### config.mk
export PLATFORM = sky130hd
export DESIGN_NAME = drive_status_regs
export DESIGN_NICKNAME = d
export VERILOG_FILES = /design/src/rtl/drive_status_pkg.sv /design/src/rtl/sticky_status.sv /design/src/rtl/run_gate.sv /design/src/rtl/drive_status_regs.sv
export SDC_FILE = /design/constraint.sdc
export NUM_CORES = 1
export LEC_CHECK = 0
export ABC_AREA = 1
export CAP_MARGIN = 20
export CORE_ASPECT_RATIO = 2
export CORE_MARGIN = 3
export CORE_UTILIZATION = 47
export DETAILED_ROUTE_END_ITERATION = 12
export GPL_ROUTABILITY_DRIVEN = 0
export PLACE_DENSITY = 0.78
export SYNTH_ARGS = -nofsm -noshare
export SYNTH_HDL_FRONTEND = slang
export SYNTH_SLANG_ARGS = --single-unit
### constraint.sdc
create_clock -name clk -period 1.5 [get_ports clk]
set_input_delay 0.45 -clock clk [delete_from_list [all_inputs] [get_ports clk]]
set_output_delay 0.45 -clock clk [all_outputs]
set_load 0.03 [all_outputs]
### src/rtl/drive_status_pkg.sv
package drive_status_pkg;
  localparam int CTRL_CMD_BIT  = 0;
  localparam int CTRL_FCLR_BIT = 8;
  localparam int CTRL_WCLR_BIT = 9;
  localparam int STAT_FLT_BIT  = 0;
  localparam int STAT_RUN_BIT  = 1;
  localparam int STAT_WRN_BIT  = 9;

  typedef enum logic [1:0] {
    ADR_CTRL  = 2'd0,
    ADR_STAT  = 2'd1,
    ADR_FAULT = 2'd2,
    ADR_WARN  = 2'd3
  } reg_addr_e;
endpackage

### src/rtl/sticky_status.sv
module sticky_status #(
  parameter int W = 16
) (
  input  logic         clk,
  input  logic         rst,
  input  logic [W-1:0] set_i,
  input  logic         clr_lvl_i,
  output logic [W-1:0] bits_o
);
  logic clr_prev;
  logic clr_fall;

  assign clr_fall = clr_prev & ~clr_lvl_i;

  always_ff @(posedge clk) begin
    if (rst) begin
      clr_prev <= 1'b0;
      bits_o   <= '0;
    end else begin
      clr_prev <= clr_lvl_i;
      bits_o   <= (clr_fall ? '0 : bits_o) | set_i;
    end
  end

  AST_SET_STICKS: assert property (@(posedge clk) disable iff (rst)
    (|set_i) |=> ((bits_o & $past(set_i)) == $past(set_i)));
  AST_HOLD_UNLESS_FALL: assert property (@(posedge clk) disable iff (rst)
    !clr_fall |=> ((~bits_o & $past(bits_o)) == '0));
  AST_EVT_BEATS_CLR: assert property (@(posedge clk) disable iff (rst)
    clr_fall |=> (bits_o == $past(set_i)));
endmodule

### src/rtl/run_gate.sv
module run_gate (
  input  logic clk,
  input  logic rst,
  input  logic cmd_i,
  input  logic fault_any_i,
  output logic run_o
);
  logic cmd_prev;

  always_ff @(posedge clk) begin
    if (rst) begin
      cmd_prev <= 1'b0;
      run_o    <= 1'b0;
    end else begin
      cmd_prev <= cmd_i;
      if (fault_any_i || !cmd_i)
        run_o <= 1'b0;
      else if (!cmd_prev)
        run_o <= 1'b1;
    end
  end

  AST_FAULT_STOPS: assert property (@(posedge clk) disable iff (rst)
    fault_any_i |=> !run_o);
  AST_START_ON_EDGE: assert property (@(posedge clk) disable iff (rst)
    $rose(run_o) |-> ($past(cmd_i) && !$past(cmd_i, 2)));
  AST_WARN_NO_STOP: assert property (@(posedge clk) disable iff (rst)
    (run_o && cmd_i && !fault_any_i) |=> run_o);
endmodule

### src/rtl/drive_status_regs.sv
module drive_status_regs
  import drive_status_pkg::*;
#(
  parameter int DATA_W    = 16,
  parameter int NUM_FLT   = 16,
  parameter int NUM_WRN   = 16,
  parameter int IOFLT_BIT = 0
) (
  input  logic               clk,
  input  logic               rst,
  input  logic [NUM_FLT-1:0] fault_evt,
  input  logic [NUM_WRN-1:0] warn_evt,
  input  logic [1:0]         bus_addr,
  input  logic               bus_wr,
  input  logic [DATA_W-1:0]  bus_wdata,
  output logic [DATA_W-1:0]  bus_rdata,
  output logic               drive_run,
  output logic               io_led
);
  logic [DATA_W-1:0]  ctrl_q;
  logic [NUM_FLT-1:0] flt_bits;
  logic [NUM_WRN-1:0] wrn_bits;
  logic [DATA_W-1:0]  stat_word;
  logic [DATA_W-1:0]  rd_mux;
  reg_addr_e          addr;

  assign addr = reg_addr_e'(bus_addr);

  always_ff @(posedge clk) begin
    if (rst)
      ctrl_q <= '0;
    else if (bus_wr && addr == ADR_CTRL)
      ctrl_q <= bus_wdata;
  end

  sticky_status #(.W(NUM_FLT)) u_fault (
    .clk(clk), .rst(rst), .set_i(fault_evt),
    .clr_lvl_i(ctrl_q[CTRL_FCLR_BIT]), .bits_o(flt_bits));

  sticky_status #(.W(NUM_WRN)) u_warn (
    .clk(clk), .rst(rst), .set_i(warn_evt),
    .clr_lvl_i(ctrl_q[CTRL_WCLR_BIT]), .bits_o(wrn_bits));

  run_gate u_run (
    .clk(clk), .rst(rst), .cmd_i(ctrl_q[CTRL_CMD_BIT]),
    .fault_any_i(|flt_bits), .run_o(drive_run));

  always_comb begin
    stat_word               = '0;
    stat_word[STAT_FLT_BIT] = |flt_bits;
    stat_word[STAT_RUN_BIT] = drive_run;
    stat_word[STAT_WRN_BIT] = |wrn_bits;
  end

  always_comb begin
    unique case (addr)
      ADR_CTRL:  rd_mux = ctrl_q;
      ADR_STAT:  rd_mux = stat_word;
      ADR_FAULT: rd_mux = DATA_W'(flt_bits);
      default:   rd_mux = DATA_W'(wrn_bits);
    endcase
  end

  always_ff @(posedge clk) begin
    if (rst) begin
      bus_rdata <= '0;
      io_led    <= 1'b0;
    end else begin
      bus_rdata <= rd_mux;
      io_led    <= wrn_bits[IOFLT_BIT];
    end
  end

  AST_RO_WRITES_IGNORED: assert property (@(posedge clk) disable iff (rst)
    (bus_wr && addr != ADR_CTRL) |=> $stable(ctrl_q));
  AST_LED_IOFLT_ONLY: assert property (@(posedge clk) disable iff (rst)
    io_led |-> $past(wrn_bits[IOFLT_BIT]));
endmodule

==> impl_metrics.yaml, run 1 <==
timing:
  period_minus_slack_ns: 1.465
  finClkSkew_ns: 0.004120
  finalHoldViolCount: 0
  worst_pin_slew_ns: 0.5789
  fin_tns_setup_ns: 0
  setup_viol: 0
  period_share: 0.9766
  max_freq_mhz: 682.6
  slew_violations: 0
  worst_slack_ns: 0.03503
  slew_headroom: 0.6132
clock_tree:
  post_cts_buffers: 0
  clock_latency_ns: 0.34
  clock-root-buffer: "clkbuf_8"
  cts_buffers: 9
  cts_max_path_buffers: 2
  path_clk_slew_ns: 0.07
  cts_htree_levels: 3
  clock-sinks: 69
  tritoncts: "done"
yosys:
  synthTopCellsByCount: "nor2_1 (87), dfxtp_1 (69), nand2_1 (67)"
  synth-seq-cells: 69
  muxShareOfSynthArea: 0
  yosysMostFrequentCell: "nor2_1"
  synth-simple-area-share: 0.2665
  synthesis.instances: 341
  netlist_area_mm2: 0.002577
  synth_ff_type: "dfxtp_1"
  synth_fp_nets: 394
  synth_compound_area_frac: 0.1204
  netlist_top_cells_area: "dfxtp_1 (54%), nor2_1 (13%), nand2_1 (9.8%), a21oi_1 (7.6%), o21ai_0 (3.9%)"
  synth_edf_count: 0
  yosys.area.top_type_share: 0.5359
  synth_top_area_cell: "dfxtp_1"
  synth_top_family_by_area: "simple AND/OR/NAND/NOR gates"
  ys_types: 17
  yosysSeqAreaShare: 0.5359
  synth_warnings: 0
  synth_xor_area_frac: 0
  avgSynthCellArea_um2: 7.559
  async_flop_share: 0
  yosys.area_share.adder: 0
floorplanning:
  start_util: 0.4927
  core_area_mm2: 0.005231
  dieArea_mm2: 0.006463
  die_h_um: 110.7
  die_w_um: 58.37
  rows: 37
  io_pins: 71
placement:
  pre_cts_ws_ns: -0.3240
  dp_hpwl_um: 4746
  numPortBuffers: 70
power:
  leakagePower_uw: 0.001629
  internal-power_uw: 3217
  p_sw_uw: 993.2
  power_frac_seq: 0.480
  p_per_area_mw_per_mm2: 1168
  combPwrFrac: 0.127
  clock_power_share: 0.392
  peakVddDrop_mv: 1.240
  switching_share: 0.2359
detailed_routing:
  routedWlPerCell_um: 13.20
  vias: 2400
  drc: 0
  routed_wl_um: 6362
  drt-vias-per-instance: 4.979
  drt_iter0_drc: 109
  ant_nets: 0
  firstDrtPassIters: 4
setup_path:
  endpoint_kind: "output pin"
  path_cells: "clkdlybuf4s15_1"
  critical_path.max_stage_delay_ns: 0.36
  cp_num_buf_inv: 1
  startpoint_type: "register"
  worstSetupPathType: "register to output pin"
  crit_family: "buffers and inverters"
  crit_fanout: 1
  critPathRequiredTime_ns: 1.05
  slowest_stage: "clkdlybuf4s15_1"
  cp.arrival_ns: 1.01
global_routing:
  grt.total_usage: 0.2123
  grt_start_max_net_pins: 21
  antenna_found_initial: 0
  grt_pass1_vias: 2330
  grt_first_pass_wirelength_um: 10460
  grt-ovfl-total: 0
final_layout:
  drive_gt1_frac: 0.09906
  filler_cell_count: 448
  diodes: 0
  final_util: 0.6891
  multi_input_area_mm2: 0.001002
  syn2layout_area_growth_pct: 39.85
  ff_latch_area_mm2: 0.001381
  num-nets-final: 472
min_path:
  hp-class: "register to register"
flow_run:
  drv_cap: 0
run_status:
  status: "finished clean"
==> metrics by stage <==
step,instance area (um^2),hold slack (ns),power [uW],cells
after floorplan,2577,0.4266,2325,341
after global placement,3382,0.4573,2597,466
after detailed placement,3382,0.4730,2609,466
after CTS,3598,0.4842,4231,482
after global routing,3605,0.5050,4375,482
final,3605,0.4880,4211,482
==> flip-flops by register name, summed over array words and instances (netlist names) <==
register	flops
bus_rdata	16
ctrl_q	16
io_led	1
u_fault.bits_o	16
u_fault.clr_prev	1
u_run.cmd_prev	1
u_run.run_o	1
u_warn.bits_o	16
u_warn.clr_prev	1
==> cells by family (layout without fill, tap and decap cells) <==
kind of cell,count (synthesis),after routing
buf+inv,40,123
simple gates,171,171
compound gates,61,61
flops,69,69
==> power groups by stage <==
| stage | logic [uW] | clock network [uW] | registers, uW |
|---|---|---|---|
| final | 537 | 1650 | 2020 |
| after global placement | 537 | 0 | 2060 |
| after floorplan | 238 | 0 | 2090 |
| after global routing | 593 | 1750 | 2040 |
| after detailed placement | 546 | 0 | 2060 |
| after CTS | 538 | 1670 | 2020 |
==> timing repair <==
action / in CTS / in global routing
setup endpoints to repair: 14 / 35
resized for setup: 17 / 16
cloned: 0 / 0
hold buffers: 0 / 0
pin swaps: 0 / 0
==> final timing paths <==
path         cells past startpoint  slack [ns]    startpoint                 to
max                              1        0.04  bus_rdata[1]       bus_rdata[1]
min                              2        0.49     ctrl_q[9]    u_warn.clr_prev
max reg2reg                      4        0.27     ctrl_q[8]  u_fault.bits_o[3]
min reg2reg                      2        0.49     ctrl_q[9]    u_warn.clr_prev
==> layer usage <==
metal  part of all wire  track usage  up-vias
met5                  0            0        -
met4              0.028       0.1084        0
met3              0.055      0.04545       12
met2               0.54       0.3659       79
met1               0.38       0.2333     1085
li1                   -            -     1224
==> cell usage in the layout, fill, tap and decap left out <==
master	n
nand2_1	67
clkdlybuf4s15_1	11
nor2_1	87
dlymetal6s2s_1	1
nor2_4	1
o21ai_0	20
nor2_8	1
buf_12	4
clkbuf_2	3
clkinvlp_4	1
nand2_4	1
inv_4	1
bufinv_16	1
buf_4	13
inv_2	1
a21oi_1	39
dfxtp_1	69
inv_1	22
clkdlybuf4s50_1	51
nand2_2	1
o211ai_1	2
nand3_1	13
clkbuf_8	14
==> cell type report <==
cell class,count,share of cell area
clock buffers,14,0.05345
clock inverters,2,0.01041
inverters,24,0.02569
multi-input cells,232,0.2780
flip-flops and latches,69,0.3832
well taps,58,0.02013
repair buffers,83,0.2291
Note: power is estimated with default switching activity, not from simulation.
==> run 2, diff against run 1 <==
--- a/config.mk
+++ b/config.mk
@@ -8,11 +8,12 @@
 export ABC_AREA = 1
 export CAP_MARGIN = 20
 export CORE_ASPECT_RATIO = 2
-export CORE_MARGIN = 3
-export CORE_UTILIZATION = 47
+export CORE_MARGIN = 8
+export CORE_UTILIZATION = 49
+export CTS_BUF_LIST = sky130_fd_sc_hd__clkbuf_8
 export DETAILED_ROUTE_END_ITERATION = 12
 export GPL_ROUTABILITY_DRIVEN = 0
-export PLACE_DENSITY = 0.78
+export PLACE_DENSITY = 0.81
 export SYNTH_ARGS = -nofsm -noshare
 export SYNTH_HDL_FRONTEND = slang
 export SYNTH_SLANG_ARGS = --single-unit
==> run 2 against run 1 <==
Final area down 2.7%. Die area up 23%. Register-to-register slack about the same. Non-clock buffer count up 1. Sequential share of layout area up 1.1 points. Count of clock-buffer cells in the layout down 4. First-iteration DRC count up 26%. Sequential power about the same. Combinational power about the same. Setup slack better by 0.0031 ns. Critical endpoint is now bus_rdata[12]. Largest power group unchanged.
==> impl_metrics.yaml, run 2 (synthesis gave the netlist of run 1 again) <==
run_status:
  status: "finished clean"
setup_path:
  crit_family: "buffers and inverters"
  r2r_slack_ns: 0.27
  critPathLaunch: "bus_rdata[12]"
  critical_path.max_stage_delay_ns: 0.36
  path_depth: 1
  reg2reg_from: "ctrl_q[9]"
  endpoint_kind: "output pin"
  crit_end: "bus_rdata[12]"
  crit_fanout: 1
  worstSetupPathType: "register to output pin"
  critPathRequiredTime_ns: 1.05
  r2r_end: "u_warn.bits_o[2]"
  cp.arrival_ns: 1.01
  path_cells: "clkdlybuf4s15_1"
  r2r_cells: 4
  startpoint_type: "register"
  slowest_stage: "clkdlybuf4s15_1"
  cp_num_buf_inv: 1
global_routing:
  antenna_found_initial: 0
  grt_first_pass_wirelength_um: 10920
  grt_start_max_net_pins: 21
  grt.total_usage: 0.1793
  grt_pass1_vias: 2444
  grt-ovfl-total: 0
placement:
  dp_hpwl_um: 5235
  numPortBuffers: 70
  place_area_mm2: 0.003382
  pre_cts_ws_ns: -0.3448
power:
  internal-power_uw: 2833
  power_frac_seq: 0.533
  combPwrFrac: 0.141
  p_sw_uw: 961.2
  peakVddDrop_mv: 0.8233
  switching_share: 0.2534
  leakagePower_uw: 0.001606
  clock_power_share: 0.325
  power_uw: 3794
  p_per_area_mw_per_mm2: 1082
final_layout:
  diodes: 0
  drive_gt1_frac: 0.1108
  filler_cell_count: 438
  num-nets-final: 473
  stdcell_area_mm2: 0.003506
  syn2layout_area_growth_pct: 36.02
  final_cell_mix: "nor2_1 (87), dfxtp_1 (69), nand2_1 (67)"
  final_common_cell: "nor2_1"
clock_tree:
  clock_latency_ns: 0.35
  clock-root-buffer: "clkbuf_8"
  cts_max_path_buffers: 2
  cts.repair.resized: 19
  cts_htree_levels: 3
  path_clk_slew_ns: 0.06
  postCtsHoldBufs: 0
  tritoncts: "done"
  post_cts_buffers: 0
  clock-sinks: 69
  cts_buffers: 9
timing:
  setup_viol: 0
  finClkSkew_ns: 0.008091
  period_minus_slack_ns: 1.462
  rsz0062_at_grt: "no"
  period_share: 0.9746
  slew_violations: 0
  max_freq_mhz: 684.1
  worst_slack_ns: 0.03812
  worst_pin_slew_ns: 0.5736
  slew_headroom: 0.6167
  finalHoldViolCount: 0
  fin_tns_setup_ns: 0
detailed_routing:
  ant_nets: 0
  met3_length_um: 396
  drt-vias-per-instance: 4.967
  routedWlPerCell_um: 13.74
  routed-wl-met2_um: 3595
  top_layer: "met4"
  vias: 2394
  firstDrtPassIters: 4
  drt-met1-wl_um: 2480
  routed_wl_um: 6621
  drc: 0
  drt_iter0_drc: 137
floorplanning:
  rows: 37
  die_w_um: 67.29
  core_area_mm2: 0.005092
  start_util: 0.5061
  die_h_um: 118.6
  io_pins: 71
  dieArea_mm2: 0.007978
min_path:
  hold_start: "u_warn.bits_o[0]"
  hp-class: "register to register"
flow_run:
  drv_cap: 0
[run 2: cell types whose count changed in the layout (fill, tap and decap cells not counted), sizes merged, moves of 2 or more]
| cell | change |
|---|---|
| inv | +3 |
| clkdlybuf4s15 | -8 |
| buf | +4 |
| clkinv | +2 |
[run 2: power by group through the flow]
stage / combinational, uW / sequential [uW] / clock (uW)
after detailed placement: 550 / 2060 / 0
after CTS: 545 / 2020 / 1260
final: 536 / 2020 / 1230
after global routing: 590 / 2030 / 1350
after global placement: 538 / 2060 / 0
after floorplan: 238 / 2090 / 0
[run 2: metrics by stage]
step | instances | hold WS [ns] | utilization
after floorplan | 341 | 0.4266 | -
after global placement | 467 | 0.4591 | 0.6641
after detailed placement | 467 | 0.4593 | 0.6641
after CTS | 482 | 0.4752 | 0.6946
after global routing | 482 | 0.4984 | 0.6885
final | 482 | 0.4801 | 0.6885
[run 2: area by class of cell]
class                           instances  area [um^2]  share of cell area
Timing Repair Buffer                   84        798.3              0.2277
Inverter                               24        92.59             0.02641
Tap cell                               58        72.57             0.02070
Sequential cell                        69         1381              0.3940
Multi-Input combinational cell        232         1002              0.2859
Clock buffer                           10        137.6             0.03926
Clock inverter                          5        21.27            0.006067
[run 2: worst min-delay path by stage]
stage                                end  slack, ns  cells after the start
final                             io_led       0.48                      2
after CTS                 u_run.cmd_prev       0.48                      2
after global routing              io_led       0.50                      2
after detailed placement  u_run.cmd_prev       0.46                      2
after floorplan                   io_led       0.43                      2
after global placement    u_run.cmd_prev       0.46                      2
[run 2: routing by layer]
layer,global-route usage,vias to the layer above
met3,0.05771,10
met2,0.3113,68
met5,0,-
met4,0.09486,0
met1,0.1788,1087
li1,-,1229
